## src/rtl/digflash_pkg.sv

```systemverilog
package digflash_pkg;

  localparam int DIGIT_W = 4;
  localparam int SEG_W   = 7;
  localparam int LAST_DIGIT = 9;

  typedef logic [DIGIT_W-1:0] digit_t;
  typedef logic [SEG_W-1:0]   seg_t;

  // Successor in the decade sequence 0..9, wrapping to 0.
  function automatic digit_t decade_next(input digit_t cur);
    if (cur >= digit_t'(LAST_DIGIT)) return '0;
    return cur + digit_t'(1);
  endfunction

  // Active-low segment pattern, bit order {g,f,e,d,c,b,a}.
  function automatic seg_t seg_pattern(input digit_t d);
    seg_t s;
    case (d)
      4'd0:    s = 7'b1000000;
      4'd1:    s = 7'b1111001;
      4'd2:    s = 7'b0100100;
      4'd3:    s = 7'b0110000;
      4'd4:    s = 7'b0011001;
      4'd5:    s = 7'b0010010;
      4'd6:    s = 7'b0000010;
      4'd7:    s = 7'b1111000;
      4'd8:    s = 7'b0000000;
      4'd9:    s = 7'b0010000;
      default: s = 7'b1111111;
    endcase
    return s;
  endfunction

endpackage

```

## src/rtl/tick_prescaler.sv

```systemverilog
module tick_prescaler #(
  parameter int          PRESCALE_W     = 26,
  parameter bit          EXACT_MODE     = 1'b0,
  parameter int unsigned TERMINAL_COUNT = 49_999_999
) (
  input  logic clk,
  input  logic rst,
  output logic tick
);

  localparam logic [PRESCALE_W-1:0] ALL_ONES = {PRESCALE_W{1'b1}};
  localparam logic [PRESCALE_W-1:0] LAST_VAL =
    EXACT_MODE ? PRESCALE_W'(TERMINAL_COUNT) : ALL_ONES;

  logic [PRESCALE_W-1:0] count_q;
  logic                  at_last;

  assign at_last = (count_q == LAST_VAL);
  assign tick    = at_last;

  always_ff @(posedge clk) begin
    if (rst)          count_q <= '0;
    else if (at_last) count_q <= '0;
    else              count_q <= count_q + PRESCALE_W'(1);
  end

  // Reset clears the prescaler: R1 / R8
  p_prescale_clear_r8: assert property (@(posedge clk) rst |=> count_q == '0);

  // Away from the terminal value the prescaler only counts up by one: R4 / R5
  p_prescale_step_r4: assert property (@(posedge clk) disable iff (rst)
    !tick |=> count_q == $past(count_q) + PRESCALE_W'(1));

  generate
    if (EXACT_MODE) begin : g_exact
      // The count after the terminal value is always zero: R5
      p_exact_restart_r5: assert property (@(posedge clk) disable iff (rst)
        tick |=> count_q == '0);
    end else begin : g_rollover
      // The pulse lasts one cycle and is followed by a natural rollover: R4
      p_single_pulse_r4: assert property (@(posedge clk) disable iff (rst)
        tick |=> !tick && count_q == '0);
    end
  endgenerate

endmodule

```

## src/rtl/decade_counter.sv

```systemverilog
module decade_counter
  import digflash_pkg::*;
(
  input  logic   clk,
  input  logic   rst,
  input  logic   step,
  output digit_t digit
);

  digit_t digit_q;

  always_ff @(posedge clk) begin
    if (rst)       digit_q <= '0;
    else if (step) digit_q <= decade_next(digit_q);
  end

  assign digit = digit_q;

  // The digit holds between enable pulses: R2
  p_hold_without_step_r2: assert property (@(posedge clk) disable iff (rst)
    !step |=> $stable(digit));

  // Below nine, an enable pulse moves the digit up by one: R3
  p_step_up_r3: assert property (@(posedge clk) disable iff (rst)
    (step && digit != 4'd9) |=> digit == $past(digit) + 4'd1);

  // From nine, an enable pulse returns the digit to zero: R3
  p_wrap_r3: assert property (@(posedge clk) disable iff (rst)
    (step && digit == 4'd9) |=> digit == 4'd0);

  // The digit stays in the range 0..9: R3
  p_in_range_r3: assert property (@(posedge clk) disable iff (rst)
    digit <= 4'd9);

endmodule

```

## src/rtl/seg_decoder.sv

```systemverilog
module seg_decoder
  import digflash_pkg::*;
(
  input  digit_t digit,
  output seg_t   seg_n
);

  assign seg_n = seg_pattern(digit);

endmodule

```

## src/rtl/digit_flasher.sv

```systemverilog
module digit_flasher
  import digflash_pkg::*;
#(
  parameter int          PRESCALE_W     = 26,
  parameter bit          EXACT_MODE     = 1'b0,
  parameter int unsigned TERMINAL_COUNT = 49_999_999
) (
  input  logic       clk,
  input  logic       rst,
  output logic [6:0] seg_n,
  output logic [3:0] digit_dbg
);

  logic   adv_tick;
  digit_t cur_digit;
  seg_t   seg_drive;

  tick_prescaler #(
    .PRESCALE_W     (PRESCALE_W),
    .EXACT_MODE     (EXACT_MODE),
    .TERMINAL_COUNT (TERMINAL_COUNT)
  ) u_prescaler (
    .clk  (clk),
    .rst  (rst),
    .tick (adv_tick)
  );

  decade_counter u_decade (
    .clk   (clk),
    .rst   (rst),
    .step  (adv_tick),
    .digit (cur_digit)
  );

  seg_decoder u_decoder (
    .digit (cur_digit),
    .seg_n (seg_drive)
  );

  assign seg_n     = seg_drive;
  assign digit_dbg = cur_digit;

  // After a reset edge the display shows a zero: R1
  p_reset_shows_zero_r1: assert property (@(posedge clk)
    rst |=> digit_dbg == 4'd0 && seg_n == 7'b1000000);

  // Every valid digit lights at least two segments: R6
  p_segments_lit_r6: assert property (@(posedge clk) disable iff (rst)
    $countones(~seg_n) >= 2);

  // The segment outputs change only when the digit changes: R7
  p_seg_tracks_digit_r7: assert property (@(posedge clk) disable iff (rst)
    $stable(digit_dbg) |-> $stable(seg_n));

endmodule

```

## config.mk

```make
export PLATFORM = sky130hd
export DESIGN_NAME = digit_flasher
export DESIGN_NICKNAME = d
export VERILOG_FILES = /design/src/rtl/digflash_pkg.sv /design/src/rtl/tick_prescaler.sv /design/src/rtl/decade_counter.sv /design/src/rtl/seg_decoder.sv /design/src/rtl/digit_flasher.sv
export SDC_FILE = /design/constraint.sdc
export NUM_CORES = 1
export LEC_CHECK = 0
export ABC_CLOCK_PERIOD_IN_PS = 2200
export BUFFER_PORTS_ARGS = -buffer_cell sky130_fd_sc_hd__buf_2
export CAP_MARGIN = 20
export CORE_ASPECT_RATIO = 0.9
export CORE_UTILIZATION = 38
export CTS_BUF_LIST = sky130_fd_sc_hd__clkbuf_8
export DETAILED_ROUTE_END_ITERATION = 7
export GPL_TIMING_DRIVEN = 0
export PLACE_DENSITY_LB_ADDON = 0.1
export REMOVE_ABC_BUFFERS = 1
export SYNTH_ARGS = -nofsm -noshare
export SYNTH_HDL_FRONTEND = slang
export SYNTH_HIERARCHICAL = 1
export SYNTH_SLANG_ARGS = --single-unit
```

## constraint.sdc

```tcl
create_clock -name clk -period 2.2 [get_ports clk]
set_clock_uncertainty 0.15 [all_clocks]
set_input_delay 0.33 -clock clk [delete_from_list [all_inputs] [get_ports clk]]
set_output_delay 0.33 -clock clk [all_outputs]
set_load 0.01 [all_outputs]
```

## Word-level counts from Yosys, hierarchy flattened

Memories as Yosys holds them, arrays and structs flattened. A register that Yosys moved wholly into a read port is not among the register bits.
Cells that the tools add are included.

| word-level totals | value |
|---|---|
| register bits after elaboration | 30 |
| memory bits (read-only) | 112 |
| input port bits | 2 |
| output and inout bits | 11 |
| logic and storage cells | 15 |
| memories kept | 1 |

Memory list:

| memory | depth | bits a word | rd ports | clocked after Yosys merged registers in | wr ports | RTL line | source |
|---|---|---|---|---|---|---|---|
| (no name shown) | 16 | 7 | 1 | 1 | 0 | digflash_pkg.sv:19 | `case (d)` |

| operators by class | value |
|---|---|
| add/subtract/negate cells | 2 |
| $lt $le $gt $ge | 1 |
| eq/ne operators | 1 |
| muxes and demuxes | 7 |
| reductions and logical operators | 1 |

Operator list:

| kind | number |
|---|---|
| adder 26 x 1 -> 26 bit (second input constant) | 1 |
| equality test 26 bit (second input constant) | 1 |
| two-way mux 4 bit | 4 |
| adder 4 x 1 -> 4 bit (second input constant) | 1 |
| greater-or-equal comparator 4 bit (second input constant) | 1 |
| two-way mux 1 bit | 3 |
| OR reduction 2 bit | 1 |

## Logic depth before layout (Yosys ltp)

| depth | value |
|---|---|
| depth after elaboration | 7 |
| gate-level depth with buffers | 8 |
| gate-level depth less buffers | 8 |

## By module

The synthesis kept the hierarchy.

By module, submodules not included:

| module | times used | cells an instance | area each (µm²) | sequential area each (µm²) |
|---|---|---|---|---|
| tick_prescaler | 1 | 145 | 1231.2 | 520.5 |
| seg_decoder | 1 | 33 | 210.2 | 0.0 |
| decade_counter | 1 | 21 | 203.9 | 80.1 |

## Least setup slack after synthesis

No wires, ideal clock.

| path | value |
|---|---|
| kind | reg2reg |
| from | register u_prescaler.count_q[5] |
| to | register u_decade.digit_q[3], in the netlist u_decade/digit[3] |
| arrival | 1.998 ns |
| path slack | -0.063 ns |
| cell stages (with the launch flop) | 8 |
| clock period less this slack | 2.263 ns |
| cell sequence | dfxtp_1 > nand2_2 > or4_4 > buf_6 > nor3_1 > nand4_1 > xor2_1 > nor2_1 |

| on the way | value |
|---|---|
| cells in the longest elaborated chain, start to end | 1 |

RTL lines:

| item | RTL line | source |
|---|---|---|
| start, declared | tick_prescaler.sv:15 | `logic [PRESCALE_W-1:0] count_q;` |
| start signal, assigned | tick_prescaler.sv:24 | `else count_q <= count_q + PRESCALE_W'(1);` |
| equality test 26 bit | tick_prescaler.sv:18 | `assign at_last = (count_q == LAST_VAL);` |
| named net adv_tick | digit_flasher.sv:14 | `logic adv_tick;` |
| end signal, assigned | decade_counter.sv:14 | `else if (step) digit_q <= decade_next(digit_q);` |
| end, declared | decade_counter.sv:10 | `digit_t digit_q;` |

The timed path passes the listed nets, and every way through them passes these cells.
A chain may end at the register's enable or synchronous reset.

## Worst setup path in the final report

| path | value |
|---|---|
| from | register u_prescaler.count_q[0] |
| to | register u_prescaler.count_q[22] |

| on the way | value |
|---|---|
| cells in the longest elaborated chain, start to end | 2 |

RTL lines:

| item |
|---|
| branches (longest 2 deep; another with adder 26 x 1 -> 26 bit) |

Several ways; the timed one is not identified.

==> impl_metrics.toml <==
[critical_path]
crit_fanout = 9
r2r_start = "u_prescaler/count_q[0]"
rrSetupSlack_ns = 0.11
cp_top_family = "simple AND/OR/NAND/NOR gates"
worst-endpoint-required_ns = 2.26
start_kind = "flip-flop"
path_class = "reg -> reg"
cp_slowest_stage_delay_ns = 0.52
r2r-end = "u_prescaler/count_q[22]"
cp_num_buf_inv = 0
crit_slowest_cell = "or4_4"
arrival_ns = 2.14
setup.worst_path.end_class = "flip-flop"
r2r_cells = 5
path_cells = "ha_4 -> nand4_1 -> or4_4 -> or4_1 -> a21oi_1"

[detailed_routing]
drc = 1
drt_iter0_markers = 127
final_antenna_net_count = 0
drt_pass1_iterations = 6
wirelength_mm = 3.624
vias = 1475
viasPerCell = 5.608
wl_per_cell_um = 13.78

[grt]
grt_overflow_total = 0
grt_pass1_wl_mm = 6.009
grt_max_degree = 23
track_usage_pct = 16.86
grt_pass1_vias = 1376
antenna_found_initial = 0

[outcome]
status = "finished with violations"
violations = "DRC"

[logic_synthesis]
synthTopCellsByArea = "dfxtp_1 (37%), ha_1 (6.8%), nor2_1 (5.7%), or4_1 (4.6%), a21oi_1 (4.0%)"
async_reset_ff_share_pct = 0
netlist.area_leader.share_pct = 36.50
yosysSeqAreaShare_pct = 36.50
synth-edff-count = 0
synth_flop_cell = "dfxtp_1"
synth.avg_cell_area_um2 = 8.268
synth_top_cell_by_area = "dfxtp_1"
synth_cell_types = 38
ys_warn_count = 6
synthTopCellsByCount = "dfxtp_1 (30), nor2_1 (25), nand2_1 (14)"
synthCells = 199
synth_area_um2 = 1645
yosysMostFrequentCell = "dfxtp_1"
synth-seq-cells = 30

[worst_hold_path]
hold_path_end = "u_prescaler/count_q[20]"
hold_depth = 2
min-delay-start = "rst"
min_path_type = "in -> reg"

[clock_network]
cts_buffers = 5
htreeDepth = 2
clkTransAtPathRegs_ns = 0.06
cts.path.max_buffers = 2
clock_sinks = 30
hold_buffers = 0
clk_latency_ns = 0.28
cts_tree = "done"
cts_root_buf = "clkbuf_8"

[power]
leakagePower_nw = 0.6496
finalPower_w = 0.0009879
ir_drop_mv = 0.2805
p_per_area_nw_per_um2 = 526.0

[sta]
setup_viol = 0
fin_crit_ns = 2.086
hold_viol_final = 0
slew_headroom_pct = 69.84
rsz0062_at_grt = "false"
setup_tns_ns = 0
period_share_pct = 94.84
setup_ws_ns = 0.1136
worst_pin_slew_ns = 0.4518
fmax_mhz = 479.3
slew_violations = 0

[placed_design]
port_buffers = 12
post-place-ws_ns = -0.3379
dp.cells = 252
place.gp.congestion = 0.7466
hpwlAfterDp_mm = 2.373

[final_layout]
layoutNonFillerInstCount = 263
synthToLayoutAreaGrowth_pct = 14.14
fill_cells = 421
diodes = 0
drive_above_1_share_pct = 18.60
fin_nets = 226

[die]
die_h_um = 64.43
die_w_um = 71.36
initial_core_util_pct = 40.12
io-pin-count = 13
coreArea_um2 = 4101
dieArea_um2 = 4597
rows = 22

[run]
maxCapViolations = 0
-- registers in the layout (all words and copies together), names as in the netlist --
register,cells
u_prescaler/count_q,26
u_decade/digit,4
-- cell type report --
type / count / area (um^2) / share of cell area, %
multi-input combinational: 154 / 1017 / 54.16
clock buffer: 5 / 68.82 / 3.664
inverter: 9 / 33.78 / 1.799
sequential: 30 / 608.1 / 32.38
tap: 48 / 60.06 / 3.198
timing repair buffer: 15 / 82.58 / 4.397
clock inverter: 2 / 7.507 / 0.3997
-- how the worst max path moves through the flow --
| stage | start | endpoint | slack, ns | cells past startpoint |
|---|---|---|---|---|
| floorplan | u_prescaler/count_q[5] | u_decade/digit[3] | 0.01 | 6 |
| global placement | u_prescaler/count_q[0] | u_prescaler/count_q[24] | -0.23 | 5 |
| detailed placement | u_prescaler/count_q[5] | u_decade/digit[3] | -0.34 | 6 |
| CTS | u_prescaler/count_q[5] | u_decade/digit[3] | 0.03 | 6 |
| global route | u_prescaler/count_q[0] | u_decade/digit[3] | 0.01 | 9 |
| finish | u_prescaler/count_q[0] | u_prescaler/count_q[22] | 0.11 | 5 |
-- power breakdown --
part | switching (W) | internal, W | total (W)
logic | 0.0000151 | 0.00000987 | 0.0000249
clock network | 0.000198 | 0.000208 | 0.000406
registers | 0.00000819 | 0.000549 | 0.000557
total | 0.000222 | 0.000766 | 0.000988
-- per-layer routing --
layer	track usage, %	share of wire (%)	up-vias
li1	-	-	740
met1	19.96	47	706
met2	29.05	48	23
met3	4.199	3.9	6
met4	7.000	1.6	0
met5	0	0	-
-- kinds of logic (layout without fill, tap and decap cells) --
group	after synthesis	after routing	synth area share, %
adders and majority gates	9	9	6.844
muxes	2	2	1.293
and+or+nand+nor	92	93	30.19
DFF	30	30	36.50
AOI/OAI and AO/OA	36	36	13.08
xor gates and xnor gates	14	14	7.453
buffers and inverters	16	31	4.638
-- metrics by stage --
| stage | hold slack [ns] | util, % | instance area (um^2) |
|---|---|---|---|
| 2_1_floorplan | 0.2491 | - | 1603 |
| 3_3_place_gp | 0.2962 | 42.01 | 1723 |
| 3_5_place_dp | 0.3045 | 42.01 | 1723 |
| 4_1_cts | 0.1783 | 44.84 | 1839 |
| 5_1_grt | 0.2017 | 45.79 | 1878 |
| 6_report | 0.1675 | 45.79 | 1878 |
-- placed cells by master (no fill, tap or decap), types with 2 or more instances in the layout --
master	n
dfxtp_1	26
nor2_1	25
nand2_1	14
a21oi_1	13
buf_2	12
inv_1	11
o21ai_0	10
or4_1	9
ha_1	8
nand3_1	8
o31ai_1	8
xor2_1	7
xnor2_1	7
nand4_1	6
clkbuf_8	5
nand2b_1	5
nor4_1	4
or3_1	4
dfxtp_2	3
buf_4	3
a31oi_1	2
nand3_2	2
or4_4	2
-- repair_timing --
action,4_1_cts,5_1_grt
endpoints found under the setup margin,13,6
pin swaps,2,3
buffers inserted,2,1
gates resized for setup,7,6
cloned,0,1
No activity file was read; power rests on OpenSTA's default activity.
